===== src/rtl/dma_irqmap_pkg.sv =====
package dma_irqmap_pkg;

  localparam int unsigned SEL_W = 5;
  localparam int unsigned SEL_SPAN = 1 << SEL_W;
  localparam int unsigned CFG_W = SEL_W + 1;

  // Configuration word layout: bit 5 enable, bits 4:0 channel selector.
  typedef struct packed {
    logic             en;
    logic [SEL_W-1:0] sel;
  } map_cfg_t;

endpackage


===== src/rtl/irqmap_slot.sv =====
module irqmap_slot
  import dma_irqmap_pkg::*;
#(
  parameter int unsigned NUM_CH = 32
) (
  input  logic              clk,
  input  logic              rst_n,
  input  logic              wr_i,
  input  map_cfg_t          wr_cfg_i,
  input  logic [NUM_CH-1:0] done_i,
  output map_cfg_t          cfg_o,
  output logic              irq_o
);

  map_cfg_t cfg_q, cfg_d;
  logic     irq_q, irq_d;
  logic [SEL_SPAN-1:0] done_ext;
  logic     sel_valid;

  assign done_ext  = SEL_SPAN'(done_i);
  assign sel_valid = (32'(cfg_q.sel) < NUM_CH);

  always_comb begin
    cfg_d = cfg_q;
    if (wr_i) begin
      cfg_d = wr_cfg_i;
    end
    irq_d = cfg_q.en & sel_valid & done_ext[cfg_q.sel];
  end

  always_ff @(posedge clk or negedge rst_n) begin
    if (!rst_n) begin
      cfg_q <= '0;
      irq_q <= 1'b0;
    end else begin
      cfg_q <= cfg_d;
      irq_q <= irq_d;
    end
  end

  assign cfg_o = cfg_q;
  assign irq_o = irq_q;

  // a slot that was disabled never pulses in the following cycle
  p_disabled_silent_r4: assert property (@(posedge clk) disable iff (!rst_n)
    !cfg_q.en |=> !irq_o)
    else $error("p_disabled_silent_r4");

endmodule


===== src/rtl/irqmap_flags.sv =====
module irqmap_flags #(
  parameter int unsigned NUM_CH = 32
) (
  input  logic              clk,
  input  logic              rst_n,
  input  logic [NUM_CH-1:0] set_i,
  input  logic [NUM_CH-1:0] clr_i,
  output logic [NUM_CH-1:0] flags_o
);

  logic [NUM_CH-1:0] flags_q, flags_d;

  always_comb begin
    // Set takes precedence over clear for the same bit.
    flags_d = (flags_q & ~clr_i) | set_i;
  end

  always_ff @(posedge clk or negedge rst_n) begin
    if (!rst_n) begin
      flags_q <= '0;
    end else begin
      flags_q <= flags_d;
    end
  end

  assign flags_o = flags_q;

  // every bit requested for setting is set next cycle, whatever the clear
  p_set_wins_r8: assert property (@(posedge clk) disable iff (!rst_n)
    (|set_i) |=> ((flags_q & $past(set_i)) == $past(set_i)))
    else $error("p_set_wins_r8");

  // a set bit can only fall when its clear bit was written
  p_clear_only_r7: assert property (@(posedge clk) disable iff (!rst_n)
    (|flags_q) |=> (((flags_q | $past(clr_i)) & $past(flags_q)) == $past(flags_q)))
    else $error("p_clear_only_r7");

endmodule


===== src/rtl/dma_irq_mapper.sv =====
module dma_irq_mapper
  import dma_irqmap_pkg::*;
#(
  parameter int unsigned NUM_CH  = 32,
  parameter int unsigned NUM_MAP = 3,
  parameter int unsigned ADDR_W  = 3,
  parameter int unsigned DATA_W  = 32
) (
  input  logic               clk,
  input  logic               rst_n,
  input  logic [NUM_CH-1:0]  done_i,
  input  logic               wr_en_i,
  input  logic [ADDR_W-1:0]  wr_addr_i,
  input  logic [DATA_W-1:0]  wr_data_i,
  input  logic [ADDR_W-1:0]  rd_addr_i,
  output logic [DATA_W-1:0]  rd_data_o,
  output logic [NUM_MAP-1:0] map_irq_o,
  output logic               agg_irq_o,
  output logic [NUM_CH-1:0]  flags_o
);

  localparam logic [ADDR_W-1:0] FLAG_ADDR = ADDR_W'(NUM_MAP);
  localparam logic [ADDR_W-1:0] CLR_ADDR  = ADDR_W'(NUM_MAP + 1);

  map_cfg_t            cfg    [NUM_MAP];
  map_cfg_t            wr_cfg;
  logic [NUM_CH-1:0]   routed;
  logic [NUM_CH-1:0]   flag_set;
  logic [NUM_CH-1:0]   flag_clr;
  logic [NUM_CH-1:0]   flags;
  logic                unused_wr_hi;

  assign wr_cfg       = map_cfg_t'(wr_data_i[CFG_W-1:0]);
  assign unused_wr_hi = ^wr_data_i[DATA_W-1:CFG_W];

  generate
    for (genvar k = 0; k < NUM_MAP; k++) begin : g_slot
      logic slot_wr;
      assign slot_wr = wr_en_i & (wr_addr_i == ADDR_W'(k));
      irqmap_slot #(.NUM_CH(NUM_CH)) u_slot (
        .clk      (clk),
        .rst_n    (rst_n),
        .wr_i     (slot_wr),
        .wr_cfg_i (wr_cfg),
        .done_i   (done_i),
        .cfg_o    (cfg[k]),
        .irq_o    (map_irq_o[k])
      );
    end
  endgenerate

  // Channels claimed by an enabled routed line.
  always_comb begin
    logic [SEL_SPAN-1:0] claim;
    claim = '0;
    for (int k = 0; k < NUM_MAP; k++) begin
      if (cfg[k].en) begin
        claim[cfg[k].sel] = 1'b1;
      end
    end
    routed = claim[NUM_CH-1:0];
  end

  always_comb begin
    flag_set = done_i & ~routed;
    flag_clr = '0;
    if (wr_en_i && (wr_addr_i == CLR_ADDR)) begin
      flag_clr = wr_data_i[NUM_CH-1:0];
    end
  end

  irqmap_flags #(.NUM_CH(NUM_CH)) u_flags (
    .clk     (clk),
    .rst_n   (rst_n),
    .set_i   (flag_set),
    .clr_i   (flag_clr),
    .flags_o (flags)
  );

  assign flags_o   = flags;
  assign agg_irq_o = |flags;

  always_comb begin
    rd_data_o = '0;
    for (int k = 0; k < NUM_MAP; k++) begin
      if (rd_addr_i == ADDR_W'(k)) begin
        rd_data_o = DATA_W'(cfg[k]);
      end
    end
    if (rd_addr_i == FLAG_ADDR) begin
      rd_data_o = DATA_W'(flags);
    end
  end

  // a routed pulse always follows a completion in the previous cycle
  p_pulse_needs_done_r3: assert property (@(posedge clk) disable iff (!rst_n)
    (|map_irq_o) |-> $past(|done_i))
    else $error("p_pulse_needs_done_r3");

  // a claimed completion never raises a flag that was clear
  p_routed_no_flag_r5: assert property (@(posedge clk) disable iff (!rst_n)
    (|(done_i & routed & ~flags)) |=> ((flags & $past(done_i & routed & ~flags)) == '0))
    else $error("p_routed_no_flag_r5");

  // shared interrupt follows the flag vector
  p_agg_level_r6: assert property (@(posedge clk) disable iff (!rst_n)
    agg_irq_o == (flags_o != '0))
    else $error("p_agg_level_r6");

endmodule


===== config.mk =====
export PLATFORM = sky130hd
export DESIGN_NAME = dma_irq_mapper
export DESIGN_NICKNAME = d
export VERILOG_FILES = /design/src/rtl/dma_irqmap_pkg.sv /design/src/rtl/irqmap_slot.sv /design/src/rtl/irqmap_flags.sv /design/src/rtl/dma_irq_mapper.sv
export SDC_FILE = /design/constraint.sdc
export NUM_CORES = 1
export LEC_CHECK = 0
export BUFFER_PORTS_ARGS = -buffer_cell sky130_fd_sc_hd__buf_2
export CAP_MARGIN = 20
export CORE_MARGIN = 1
export CORE_UTILIZATION = 50
export DETAILED_ROUTE_END_ITERATION = 6
export GPL_TIMING_DRIVEN = 0
export PLACE_DENSITY = 0.88
export SYNTH_ARGS = -nofsm -noshare
export SYNTH_HDL_FRONTEND = slang
export SYNTH_SLANG_ARGS = --single-unit

===== constraint.sdc =====
create_clock -name clk -period 2.3 [get_ports clk]
set_input_delay 0 -clock clk [delete_from_list [all_inputs] [get_ports clk]]
set_output_delay 0 -clock clk [all_outputs]
set_load 0.005 [all_outputs]

==> impl_results.md <==
- Status: finished, violations left
- Failing checks: design-rule violations, negative hold slack
- Post-Route WL: 19,400 um
- Worst endpoint required time: 2.52 ns
- RSZ-0062 raised after global routing: false
- Max-cap violations: 0
- Clk slew on worst S/H paths: 0.10 ns
- CTS tree: done
- Number of CTS-inserted buffers: 5
- # setup viols final: 0
- Top area cells in the synthesized netlist: dfrtp_1 (32%), mux2i_1 (8.6%), a32o_1 (7.9%)
- Hold WS: -0.00103 ns
- Clock Tree Root: clkbuf_8
- Starting DRT DRC Count: 553
- Remaining DRCs: 27
- # IOs: 141
- Area of the multi-input gates: 2670 um2
- Ys flop type: dfrtp_1
- CP max stage cell: nor2_1
- Synth Cell Area: 4190 um2
- Worst-path cell chain: buf_2, buf_2, nor2_1, a22oi_1, a32o_1
- Relative slew margins: 24.1%
- Worst hold path class: in2reg
- Setup_tns: 0 ns
- Post-synth EDFFs: 0
- Least-Margin Pin Slew: 1.13 ns
- Mapped Nets: 539
- DR vias/cell: 6.65
- Synthesized instance count: 466
- Synth unique cells: 45
- Maximum vdd drop: 0.542 mV
- Synth area leader: dfrtp_1
- Die extent in y: 93.5 um
- Initial antenna violation count: 0
- Vias in the first global route: 4,924
- GRT Util Overall: 44.7%
- ANT nets after route: 0
- P&R area growth vs syn: 35.2%
- Largest net degree at the start of global routing: 32
- Crit path top cell by count: buf_2
- Initial Util: 51.2%
- CP Launch Type: register
- Final Cycle Share: 99.5%
- Routed WL per cell: 25.3 um
- Post-synth top area share: 31.7%
- DP HPWL: 13,300 um
- Ys Warns: 0
- Die area: 8740 um2
- Register Area: 1330 um2
- Final Wtd Congestion: 1.00
- Final hold vios: 1
- Fmax: 437 MHz
- Port Buf Inserts: 138
- TritonRoute pass-1 iters: 7
- Fillcell total: 660
- Power Density: 626 nW/um2
- Grt total ovfl: 0
- Min Clock Period, post-route: 2.29 ns
- Syn_area_per_cell: 8.98 um2
- NumNets Final: 734
- Seq/Total Area, Yosys: 31.7%
- Setup Skew: 0.0109 ns
- Layout cells sized above 1: 30.5%
- ANT cells: 0
- Worst-path maximum fanout: 10
- Slowest stage delay, CP: 0.89 ns
- DR vias: 5,103
- Clock buffer depth: 2
- Synthesized flop and latch total: 53
- Leak: 2.27 nW
- CP endpoint kind: register
- Worst-skew pair later-pin latency: 0.32 ns
- H-Tree Depth: 2
- Clock Sinks: 53
- Post-synth ARST share: 100%
- FP Rows: 33
- Core area: 8180 um2
- Slew Limit Fails: 0
- Number of setup buffers added after CTS: 0
- First-pass GRT wire length: 28,200 um
- Die Wd: 93.5 um
- Critical Path AT: 2.50 ns
- Setup Crit Path Kind: reg2reg
[metrics by stage]
stage	instance area (um2)	std cells	setup slack [ns]	utilization, %	power (mW)
final	5660	767	0.0114	69.2	3.54
after detailed placement	5030	710	-0.0511	61.6	2.70
after global routing	5660	767	0.00362	69.2	3.65
after global placement	5010	709	-0.201	61.3	2.67
after floorplan	4190	466	0.653	-	2.09
after CTS	5630	766	0.0258	68.9	3.44
[final timing paths]
check	start	endpoint	slack [ns]	cells after the start
max	g_slot[2].u_slot.cfg_o[1]$_DFFE_PN0P_	u_flags.flags_o[25]$_DFF_PN0_	0.01	5
min	wr_data_i[11]	u_flags.flags_o[11]$_DFF_PN0_	-0.001	3
max reg2reg	g_slot[2].u_slot.cfg_o[1]$_DFFE_PN0P_	u_flags.flags_o[25]$_DFF_PN0_	0.01	5
min reg2reg	u_flags.flags_o[21]$_DFF_PN0_	u_flags.flags_o[21]$_DFF_PN0_	0.55	1
max in group asynchronous	rst_n	g_slot[1].u_slot.irq_o$_DFF_PN0_	1.47	3
min in group asynchronous	rst_n	g_slot[2].u_slot.cfg_o[1]$_DFFE_PN0P_	0.24	2
[placed cells by master, fill, tap and decap left out, types with 5 or more instances in the layout]
cell type        n
dlygate4sd3_1   49
nand2_1         83
nor2b_1          8
a21oi_1          5
mux2_2          20
mux2i_1         36
clkbuf_8         6
o22ai_1          7
and3_1          12
clkbuf_1        20
a32o_1          33
nand2b_1        13
nor2_1          12
o21ai_0          9
buf_4            5
nor3_1          13
dfrtp_1         53
and2_1          26
nor4_1           9
mux4_2           8
buf_2          144
inv_1            7
a22oi_1         32
[per-layer routing]
metal	GRT usage (%)	routed length [um]
met2	69.9	8720
met3	13.3	2470
met1	53.5	6980
met4	28.6	1230
met5	0	0
[worst max-delay path, delay by kind of cell, from the launching register on]
family	cells	cell delay (ns)
AOI/OAI and AO/OA	2	0.48
and+or+nand+nor	1	0.89
buffers and inverters	2	0.40
DFF	1	0.41
[power by group]
part           internal (mW)  switching (mW)  total, mW
Combinational          0.674            1.03       1.70
Clock                  0.356           0.340      0.696
Sequential              1.03           0.115       1.15
[Yosys cell counts (5+ instances only)]
library cell  count
buf_4             5
o22ai_1           7
nor2_1           15
clkbuf_1         19
nor3_1           15
and3_1           12
nor2b_1           8
nand2_1          83
inv_1             7
a21oi_1           5
nand2b_1         13
mux4_2            8
dfrtp_1          53
a32o_1           33
o21ai_0           9
nor4_1            9
mux2i_1          36
and2_1           26
mux2_2           20
a22oi_1          32
buf_2             6
[final cells by class]
type,count,area share [%]
Sequential cell,53,23.4
Buffer,35,3.34
Timing Repair Buffer,188,21.2
Multi-Input combinational cell,371,47.2
Clock buffer,7,1.53
Inverter,7,0.464
Tap cell,105,2.32
Clock inverter,1,0.531
[flip-flops by register name, indices dropped and copies added (netlist names)]
name	count
g_slot.u_slot.irq_o	3
u_flags.flags_o	32
g_slot.u_slot.cfg_o	18
[repair_timing]
item / CTS / global route
resized for setup: 1 / 4
endpoints found under the hold margin: 62 / 1
hold buffers: 48 / 1
endpoints found under the setup margin: 2 / 23
[kinds of logic (layout without fill, tap and decap cells)]
family                 after synthesis  count (layout)  synth area share (%)
AND/OR/NAND/NOR                    205             205                  25.3
AO/OA/AOI/OAI                      102             102                  19.6
multiplexers                        64              64                  18.3
flip-flops                          53              53                  31.7
buffers and inverters               42             238                  5.14
Note: power is estimated with default switching activity, not from simulation.
